<file path="src/rtl/spi_ftc_pkg.sv">
package spi_ftc_pkg;
  localparam int REG_W   = 32;
  localparam int CNT_W   = 16;
  localparam int LVL_W   = 6;
  localparam int CNT_LSB = 16;
  localparam int RXL_LSB = 8;
  localparam int TXL_LSB = 0;

  typedef struct packed {
    logic [CNT_W-1:0] xfer_len;
    logic [LVL_W-1:0] rx_lvl;
    logic [LVL_W-1:0] tx_lvl;
  } ftc_cfg_t;
endpackage

</file>
<file path="src/rtl/ftc_regs.sv">
module ftc_regs
  import spi_ftc_pkg::*;
(
  input  logic             clk_i,
  input  logic             rst_ni,
  input  logic             we_i,
  input  logic [REG_W-1:0] wdata_i,
  input  logic [CNT_W-1:0] idx_i,
  input  logic             started_i,
  output ftc_cfg_t         cfg_o,
  output logic [REG_W-1:0] rdata_o
);
  ftc_cfg_t cfg_q;

  always_ff @(posedge clk_i or negedge rst_ni) begin
    if (!rst_ni) begin
      cfg_q <= '0;
    end else if (we_i) begin
      cfg_q.xfer_len <= wdata_i[CNT_LSB +: CNT_W];
      cfg_q.rx_lvl   <= wdata_i[RXL_LSB +: LVL_W];
      cfg_q.tx_lvl   <= wdata_i[TXL_LSB +: LVL_W];
    end
  end

  always_comb begin
    rdata_o = '0;
    rdata_o[CNT_LSB +: CNT_W] = started_i ? idx_i : cfg_q.xfer_len;
    rdata_o[RXL_LSB +: LVL_W] = cfg_q.rx_lvl;
    rdata_o[TXL_LSB +: LVL_W] = cfg_q.tx_lvl;
  end

  assign cfg_o = cfg_q;
endmodule

</file>
<file path="src/rtl/ftc_thresh.sv">
module ftc_thresh #(
  parameter int DEPTH   = 64,
  parameter int LVL_W   = 6,
  parameter bit USE_FREE = 1'b0,
  localparam int FW     = $clog2(DEPTH + 1)
) (
  input  logic [FW-1:0]    fill_i,
  input  logic [LVL_W-1:0] lvl_i,
  input  logic             en_i,
  output logic             req_o
);
  logic [FW-1:0] thr, metric;

  // programmed value is n-1
  assign thr = FW'(lvl_i) + FW'(1);

  generate
    if (USE_FREE) begin : g_free
      assign metric = (fill_i >= FW'(DEPTH)) ? '0 : FW'(DEPTH) - fill_i;
    end else begin : g_occ
      assign metric = fill_i;
    end
  endgenerate

  assign req_o = en_i && (metric >= thr);
endmodule

</file>
<file path="src/rtl/ftc_word_cnt.sv">
module ftc_word_cnt #(
  parameter int CNT_W = 16
) (
  input  logic             clk_i,
  input  logic             rst_ni,
  input  logic             clr_i,
  input  logic [CNT_W-1:0] len_i,
  input  logic             strobe_i,
  output logic [CNT_W-1:0] idx_o,
  output logic             started_o,
  output logic             halt_o,
  output logic             done_o
);
  logic [CNT_W-1:0] idx_q, idx_nxt;
  logic             started_q, halt_q, done_q, step;

  assign idx_nxt = idx_q + CNT_W'(1);
  assign step    = strobe_i && (len_i != '0) && !halt_q;

  always_ff @(posedge clk_i or negedge rst_ni) begin
    if (!rst_ni) begin
      idx_q <= '0; started_q <= 1'b0; halt_q <= 1'b0; done_q <= 1'b0;
    end else if (clr_i) begin
      idx_q <= '0; started_q <= 1'b0; halt_q <= 1'b0; done_q <= 1'b0;
    end else begin
      done_q <= 1'b0;
      if (step) begin
        idx_q     <= idx_nxt;
        started_q <= 1'b1;
        if (idx_nxt == len_i) begin
          halt_q <= 1'b1;
          done_q <= 1'b1;
        end
      end
    end
  end

  assign idx_o     = idx_q;
  assign started_o = started_q;
  assign halt_o    = halt_q;
  assign done_o    = done_q;

  p_done_single_r6: assert property (@(posedge clk_i) disable iff (!rst_ni)
    done_q |=> !done_q);
  p_idx_bound_r6: assert property (@(posedge clk_i) disable iff (!rst_ni)
    (len_i != '0) |-> (idx_q <= len_i));
  p_idx_step_r6: assert property (@(posedge clk_i) disable iff (!rst_ni)
    (strobe_i && len_i != '0 && !halt_q && !clr_i) |=> (idx_q == $past(idx_q) + CNT_W'(1)));
  p_zero_hold_r8: assert property (@(posedge clk_i) disable iff (!rst_ni)
    (len_i == '0 && !clr_i) |=> $stable(idx_q));
endmodule

</file>
<file path="src/rtl/spi_fifo_thresh_ctrl.sv">
module spi_fifo_thresh_ctrl
  import spi_ftc_pkg::*;
#(
  parameter int DEPTH = 64
) (
  input  logic                         clk_i,
  input  logic                         rst_ni,
  input  logic                         reg_we_i,
  input  logic [31:0]                  reg_wdata_i,
  output logic [31:0]                  reg_rdata_o,
  input  logic [$clog2(DEPTH+1)-1:0]   fill_lvl_i,
  input  logic                         rx_en_i,
  input  logic                         tx_en_i,
  input  logic                         word_done_i,
  output logic                         rx_req_o,
  output logic                         tx_req_o,
  output logic                         xfer_done_o
);
  ftc_cfg_t         cfg;
  logic [CNT_W-1:0] idx;
  logic             started, halt, tx_raw;

  ftc_regs u_regs (
    .clk_i, .rst_ni,
    .we_i(reg_we_i), .wdata_i(reg_wdata_i),
    .idx_i(idx), .started_i(started),
    .cfg_o(cfg), .rdata_o(reg_rdata_o)
  );

  ftc_word_cnt #(.CNT_W(CNT_W)) u_cnt (
    .clk_i, .rst_ni,
    .clr_i(reg_we_i), .len_i(cfg.xfer_len), .strobe_i(word_done_i),
    .idx_o(idx), .started_o(started), .halt_o(halt), .done_o(xfer_done_o)
  );

  ftc_thresh #(.DEPTH(DEPTH), .LVL_W(LVL_W), .USE_FREE(1'b0)) u_rx_thr (
    .fill_i(fill_lvl_i), .lvl_i(cfg.rx_lvl), .en_i(rx_en_i), .req_o(rx_req_o)
  );

  ftc_thresh #(.DEPTH(DEPTH), .LVL_W(LVL_W), .USE_FREE(1'b1)) u_tx_thr (
    .fill_i(fill_lvl_i), .lvl_i(cfg.tx_lvl), .en_i(tx_en_i), .req_o(tx_raw)
  );

  assign tx_req_o = tx_raw && !halt;

  p_tx_halt_r7: assert property (@(posedge clk_i) disable iff (!rst_ni)
    halt |-> !tx_req_o);
  p_done_has_halt_r7: assert property (@(posedge clk_i) disable iff (!rst_ni)
    xfer_done_o |-> halt);
endmodule

</file>
<file path="config.mk">
export PLATFORM = sky130hd
export DESIGN_NAME = spi_fifo_thresh_ctrl
export DESIGN_NICKNAME = d
export VERILOG_FILES = /design/src/rtl/spi_ftc_pkg.sv /design/src/rtl/ftc_regs.sv /design/src/rtl/ftc_thresh.sv /design/src/rtl/ftc_word_cnt.sv /design/src/rtl/spi_fifo_thresh_ctrl.sv
export SDC_FILE = /design/constraint.sdc
export NUM_CORES = 1
export LEC_CHECK = 0
export CORE_MARGIN = 2
export CORE_UTILIZATION = 45
export CTS_CLUSTER_DIAMETER = 60
export DETAILED_ROUTE_END_ITERATION = 16
export DONT_BUFFER_PORTS = 1
export GPL_TIMING_DRIVEN = 0
export MAX_ROUTING_LAYER = met4
export PLACE_DENSITY_LB_ADDON = 0.05
export RECOVER_POWER = 100
export REMOVE_ABC_BUFFERS = 1
export SLEW_MARGIN = 20
export SYNTH_ARGS = -nofsm -noshare
export SYNTH_HDL_FRONTEND = slang
export SYNTH_SLANG_ARGS = --single-unit
</file>
<file path="constraint.sdc">
create_clock -name clk_i -period 6.36 [get_ports clk_i]
set_input_delay 1.272 -clock clk_i [delete_from_list [all_inputs] [get_ports clk_i]]
set_output_delay 1.272 -clock clk_i [all_outputs]
set_load 0.01 [all_outputs]
</file>
Word level (Yosys, flattened, before mapping)
Cells that the tools add are included.
{ "word_totals": {"regBits": 47, "latchBits": 0, "ram_bits": 0, "rom_bits": 0, "in_bits": 45, "output_inout_bits": 35, "elab_cells": 37, "memories": 0} }
{ "op_classes": {"add_sub_neg": 4, "mul": 0, "div_mod_pow": 0, "n_lt_le_gt_ge": 3, "eq_ne": 1, "n_shift": 0, "n_mux": 12, "bitwise_logic": 0, "reduce_logical": 10} }
{ "op_table": {"columns": ["op", "count"], "rows": [
  ["$mux 16", 3],
  ["$add 16x1->16 const B", 1],
  ["$eq 16x16->1", 1],
  ["$reduce_bool 16->1", 1],
  ["$add 6x1->7 const B", 2],
  ["$ge 7x7->1", 2],
  ["$mux 1", 8],
  ["$ge 7x7->1 const B", 1],
  ["$mux 7", 1],
  ["$sub 7x7->7 const A", 1],
  ["$logic_and 1x1->1", 5],
  ["$reduce_bool 2->1", 2],
  ["$reduce_and 2->1", 1],
  ["$logic_not 1->1", 1]
]} }

Depth between registers and ports, before layout
{ "logic_depth": {"word_depth": 5, "mapped_depth": 12} }

Hierarchy
A second synthesis with hierarchy kept.
{ "hier_totals": {"cells_unflattened": 342, "hier_area_um2": 3648.5} }
{ "modules_own_cells": {"columns": ["module", "n_inst", "cells_each", "area_each_um2", "seq_area_each_um2"], "rows": [
  ["ftc_regs", 1, 94, 1506.4, 700.7],
  ["ftc_word_cnt", 1, 163, 1463.9, 475.5],
  ["ftc_thresh (u_tx_thr)", 1, 55, 427.9, 0.0],
  ["ftc_thresh (u_rx_thr)", 1, 29, 236.5, 0.0],
  ["spi_fifo_thresh_ctrl", 1, 1, 13.8, 0.0]
]} }

Worst setup path before layout
Ideal clock, no wire load.
{ "synth_timing": {"kind": "input to output", "from": "input port fill_lvl_i[1]", "to": "output port tx_req_o", "arrival_time_ns": 3.196, "path_slack_ns": 1.892, "stages": 11, "path_cell_list": "or3_1 > nor3_1 > nand2_1 > o21a_1 > nor2b_1 > ha_1 > a21oi_1 > nor2b_1 > o21ai_0 > a21oi_1 > o31a_1"} }
{ "synth_via": {"elab_chain_cells": 5, "elab_cells_between_ends": 6} }
{ "synth_rtl": {"columns": ["item", "line_no", "source"], "rows": [
  ["from (decl)", "spi_fifo_thresh_ctrl.sv:11", "input logic [$clog2(DEPTH+1)-1:0] fill_lvl_i,"],
  ["$sub 7x7->7 / $ge 7x7->1 (equally long branches)", "ftc_thresh.sv:19", "assign metric = (fill_i >= FW'(DEPTH)) ? '0 : FW'(DEPTH) - fill_i;"],
  ["$mux 7 *", "ftc_thresh.sv:19", null],
  ["$ge 7x7->1 *", "ftc_thresh.sv:25", "assign req_o = en_i && (metric >= thr);"],
  ["$logic_and 1x1->1 *", "ftc_thresh.sv:25", null],
  ["$logic_and 1x1->1 *", "spi_fifo_thresh_ctrl.sv:44", "assign tx_req_o = tx_raw && !halt;"],
  ["to (decl)", "spi_fifo_thresh_ctrl.sv:16", "output logic tx_req_o,"]
]} }
Every way passes the cells marked *; elsewhere a longest branch is shown, timed or not.

Worst setup path in the final report
Same ends and word-level chain as after synthesis.

==> key figures <==
Finish
  • Antenna Cells: 0
  • Nets@finish: 386
  • Area grow syn2layout: 0.295%
  • Finished Cell Area: 3410 sq um
  • Most common cell after layout, fill and taps aside: dfrtp_1
  • Layout cells sized above 1: about an eighth
  • Cell Count, Final, Fillers Out: around 420
  • Post-layout util: 46.7%
  • Most frequent cells in the layout: 47 x dfrtp_1, 34 x nor2_1, 30 x xor2_1

Floorplanning
  • Boundary Pins: 80
  • Core area: 7290 sq um
  • Initial Utilization: 46.6%
  • DIE HEIGHT: 90.9 um
  • Die Area: 8260 sq um
  • Die Wd: 90.9 um
  • Std-Cell Rows: 31

Timing
  • Final Hold Viols: 0
  • Tmin final: 4.67 ns
  • Skew final: 0.00382 ns
  • Tcrit/Tclk final: 73.5%
  • Max transition margin: 12.6%
  • RSZ-0062 raised after global routing: no
  • Worst-Margin Slew: 1.29 ns
  • Fin. max-slew vios: 0
  • Hold slack: 0.566 ns
  • Post-route setup TNS: 0 ns
  • # setup viols final: 0
  • Fmax: approximately 0.21 GHz

Setup path
  • Worst R2R Path Depth: 6
  • Required @ worst endpoint: between 5 and 6 ns
  • WP data arrival: 3.40 ns
  • R2R Path End: u_cnt.halt_o$_DFFE_PN0P_
  • Worst Setup Start Kind: input pin
  • Setup crit end kind: output port
  • RR Startpoint: u_regs.cfg_o[26]$_DFFE_PN0P_
  • Crit-path max FO: 4
  • R2R setup slack: between 3 and 4 ns
  • Max incr delay on CP: about 0.40 ns
  • Crit-path cells: or3_1 > nor3_1 > nand2_1 > o21a_1 > nor2b_1 > ha_1 > a21oi_1 > nor2b_1 > o21ai_0 > a21oi_1 > o31a_1
  • CP max stage cell: or3_1
  • Critical path type: in2out

Synth
  • Area leader, netlist: dfrtp_1
  • Mux cell area share after synthesis: 14.6%
  • Post-Syn Area: 3400 sq um
  • Dominant synthesized flop cell: dfrtp_1
  • Cells after synthesis: about 350
  • Area share of the largest cell type after synthesis: about a third
  • Largest family of logic cells by synthesized area: simple AND/OR/NAND/NOR gates
  • Mean Syn Cell Area: ~9.8 sq um
  • Post-synth EDFFs: 0
  • XOR/XNOR Fraction of Synth Area: between 10% and 20%
  • Yosys Warn Count: 0
  • Post-Synth Adder-Cell Area: 6.63%
  • Synth top area cells: dfrtp_1 35%, mux2_2 14%, xor2_1 7.7%
  • #FFs+latches synth: between 40 and 50
  • Synth Area in Compound Gates: 7.41%
  • Synth unique cells: 49
  • Post-synthesis sequential area ratio: 34.6%
  • Async SR Flop Fraction: 100%
  • Simple-gate share of the synthesized area: about 18%

Placed design
  • Post-DP HPWL: 5.03 mm
  • Area post-placement: 3330 sq um
  • Dpl cells: 415
  • IO buf count: 0
  • GP Congestion: about 0.86

Clock tree
  • Clk pin slew, worst setup/hold paths: 0.08 ns
  • Post-CTS Setup Bufs: 0
  • Sink Count: 47
  • CTS max path bufs: 2
  • Root Buffer: clkbuf_8
  • Hold Buf Count CTS: 0
  • H-tree levels: 2
  • CTS tree: done
  • TritonCTS buffer count: 5
  • Clk Latency, worst-skew pair: 0.30 ns
  • Post-CTS Resized: 0

Pwr
  • Cell Pwr Density: 188 nW/um^2
  • P_leak: 1.41 nW
  • Max IR drop VDD: 87.1 uV

Detailed routing
  • Drt first pass iters: 4
  • Final wirelength: 6.90 mm
  • Vias per cell: 5.51
  • 1st-iter DRT viols: ~120
  • Avg WL per Cell: between 15 and 20 um
  • DRC violations left: 0
  • Detailed-route via count: 2330
  • Final ANT Viol Nets: 0

Worst hold path
  • Hold Crit Endpoint: u_cnt.halt_o$_DFFE_PN0P_
  • Worst hold path type: reg2reg
  • WHS Path Cells: 2
  • Worst Hold Launch: u_cnt.halt_o$_DFFE_PN0P_

Global route
  • GRT Util Overall: between 15 and 20%
  • Total grt overflow: 0
  • Antenna violations before repair: 0
  • Largest net degree at the start of global routing: 50
  • First-pass GRT wire length: 11.7 mm
  • Number of global-route vias before repair: 2355

Status
  • Status: completed

Job
  • Max-Cap Viols: 0
==> through the flow <==
| step | setup WS (ns) | total power, W |
|---|---|---|
| floorplan | 1.89 | 0.000451 |
| global placement | 1.70 | 0.000474 |
| detailed placement | 1.66 | 0.000477 |
| CTS | 1.65 | 0.000658 |
| global route | 1.50 | 0.000683 |
| finish | 1.69 | 0.000639 |
==> metal layers <==
layer  vias up  GRT usage (%)  share of wire, %  routed length (um)
li1       1149              -                 -                   -
met2        64           26.4                44                3050
met3         7           3.84               5.0                 346
met5         -              -                 0                   0
met4         0           4.67              0.80                  55
met1      1110           24.7                50                3450
==> kinds of logic (layout without fill, tap and decap cells) <==
kind of cell / Yosys count / count (layout)
fa+ha+maj: 18 / 18
other cells: 1 / 4
buf+inv: 39 / 15
simple gates: 111 / 111
compound gates: 38 / 38
flops: 47 / 47
mux: 44 / 44
xor+xnor: 47 / 47
==> sequential cells by signal (all words and copies together), names as in the netlist <==
name and flops:
u_cnt.done_o 1, u_cnt.idx_o 16, u_regs.cfg_o 28, u_cnt.started_o 1, u_cnt.halt_o 1
==> critical path, delay by kind of cell <==
family | cells | cell delay (ns)
AND/OR/NAND/NOR | 5 | 1.01
AO/OA/AOI/OAI | 5 | 0.88
adder cells (fa/ha/maj) | 1 | 0.24
==> area by class of cell <==
type                       count  area (sq um)
sequential                    47          1180
clock buffer                   7          76.3
tap                           99           124
clock inverter                 1          5.00
fill                         729          3890
multi-input combinational    262          2000
inverter                       7          26.3
==> worst max-delay path by stage <==
stage	depth (start not counted)	end	slack, ns	from
finish	11	tx_req_o	1.69	fill_lvl_i[1]
global route	11	tx_req_o	1.50	fill_lvl_i[1]
CTS	11	tx_req_o	1.65	fill_lvl_i[1]
detailed placement	11	tx_req_o	1.66	fill_lvl_i[1]
global placement	11	tx_req_o	1.70	fill_lvl_i[1]
floorplan	11	tx_req_o	1.89	fill_lvl_i[1]
==> synth_stat cells (3+ instances only) <==
library cell  count
a21oi_1           8
and3_1            5
buf_1             3
buf_2             6
buf_4            17
clkbuf_1          4
dfrtp_1          47
ha_1             18
inv_1             7
mux2_2           43
nand2_1          16
nand2b_1          5
nand3_1          11
nand4_1           9
nor2_1           34
nor2b_1           5
nor3_1            8
nor4_1            5
o21ai_0          10
xnor2_1          17
xor2_1           30
==> report_power, final <==
group | switching [W] | leakage [nW] | total (W) | internal [W]
logic | 0.0000515 | 0.779 | 0.000112 | 0.0000602
registers | 0.0000364 | 0.591 | 0.000354 | 0.000318
clock network | 0.0000961 | 0.0422 | 0.000173 | 0.0000773
Note: power is estimated with default switching activity, not from simulation.
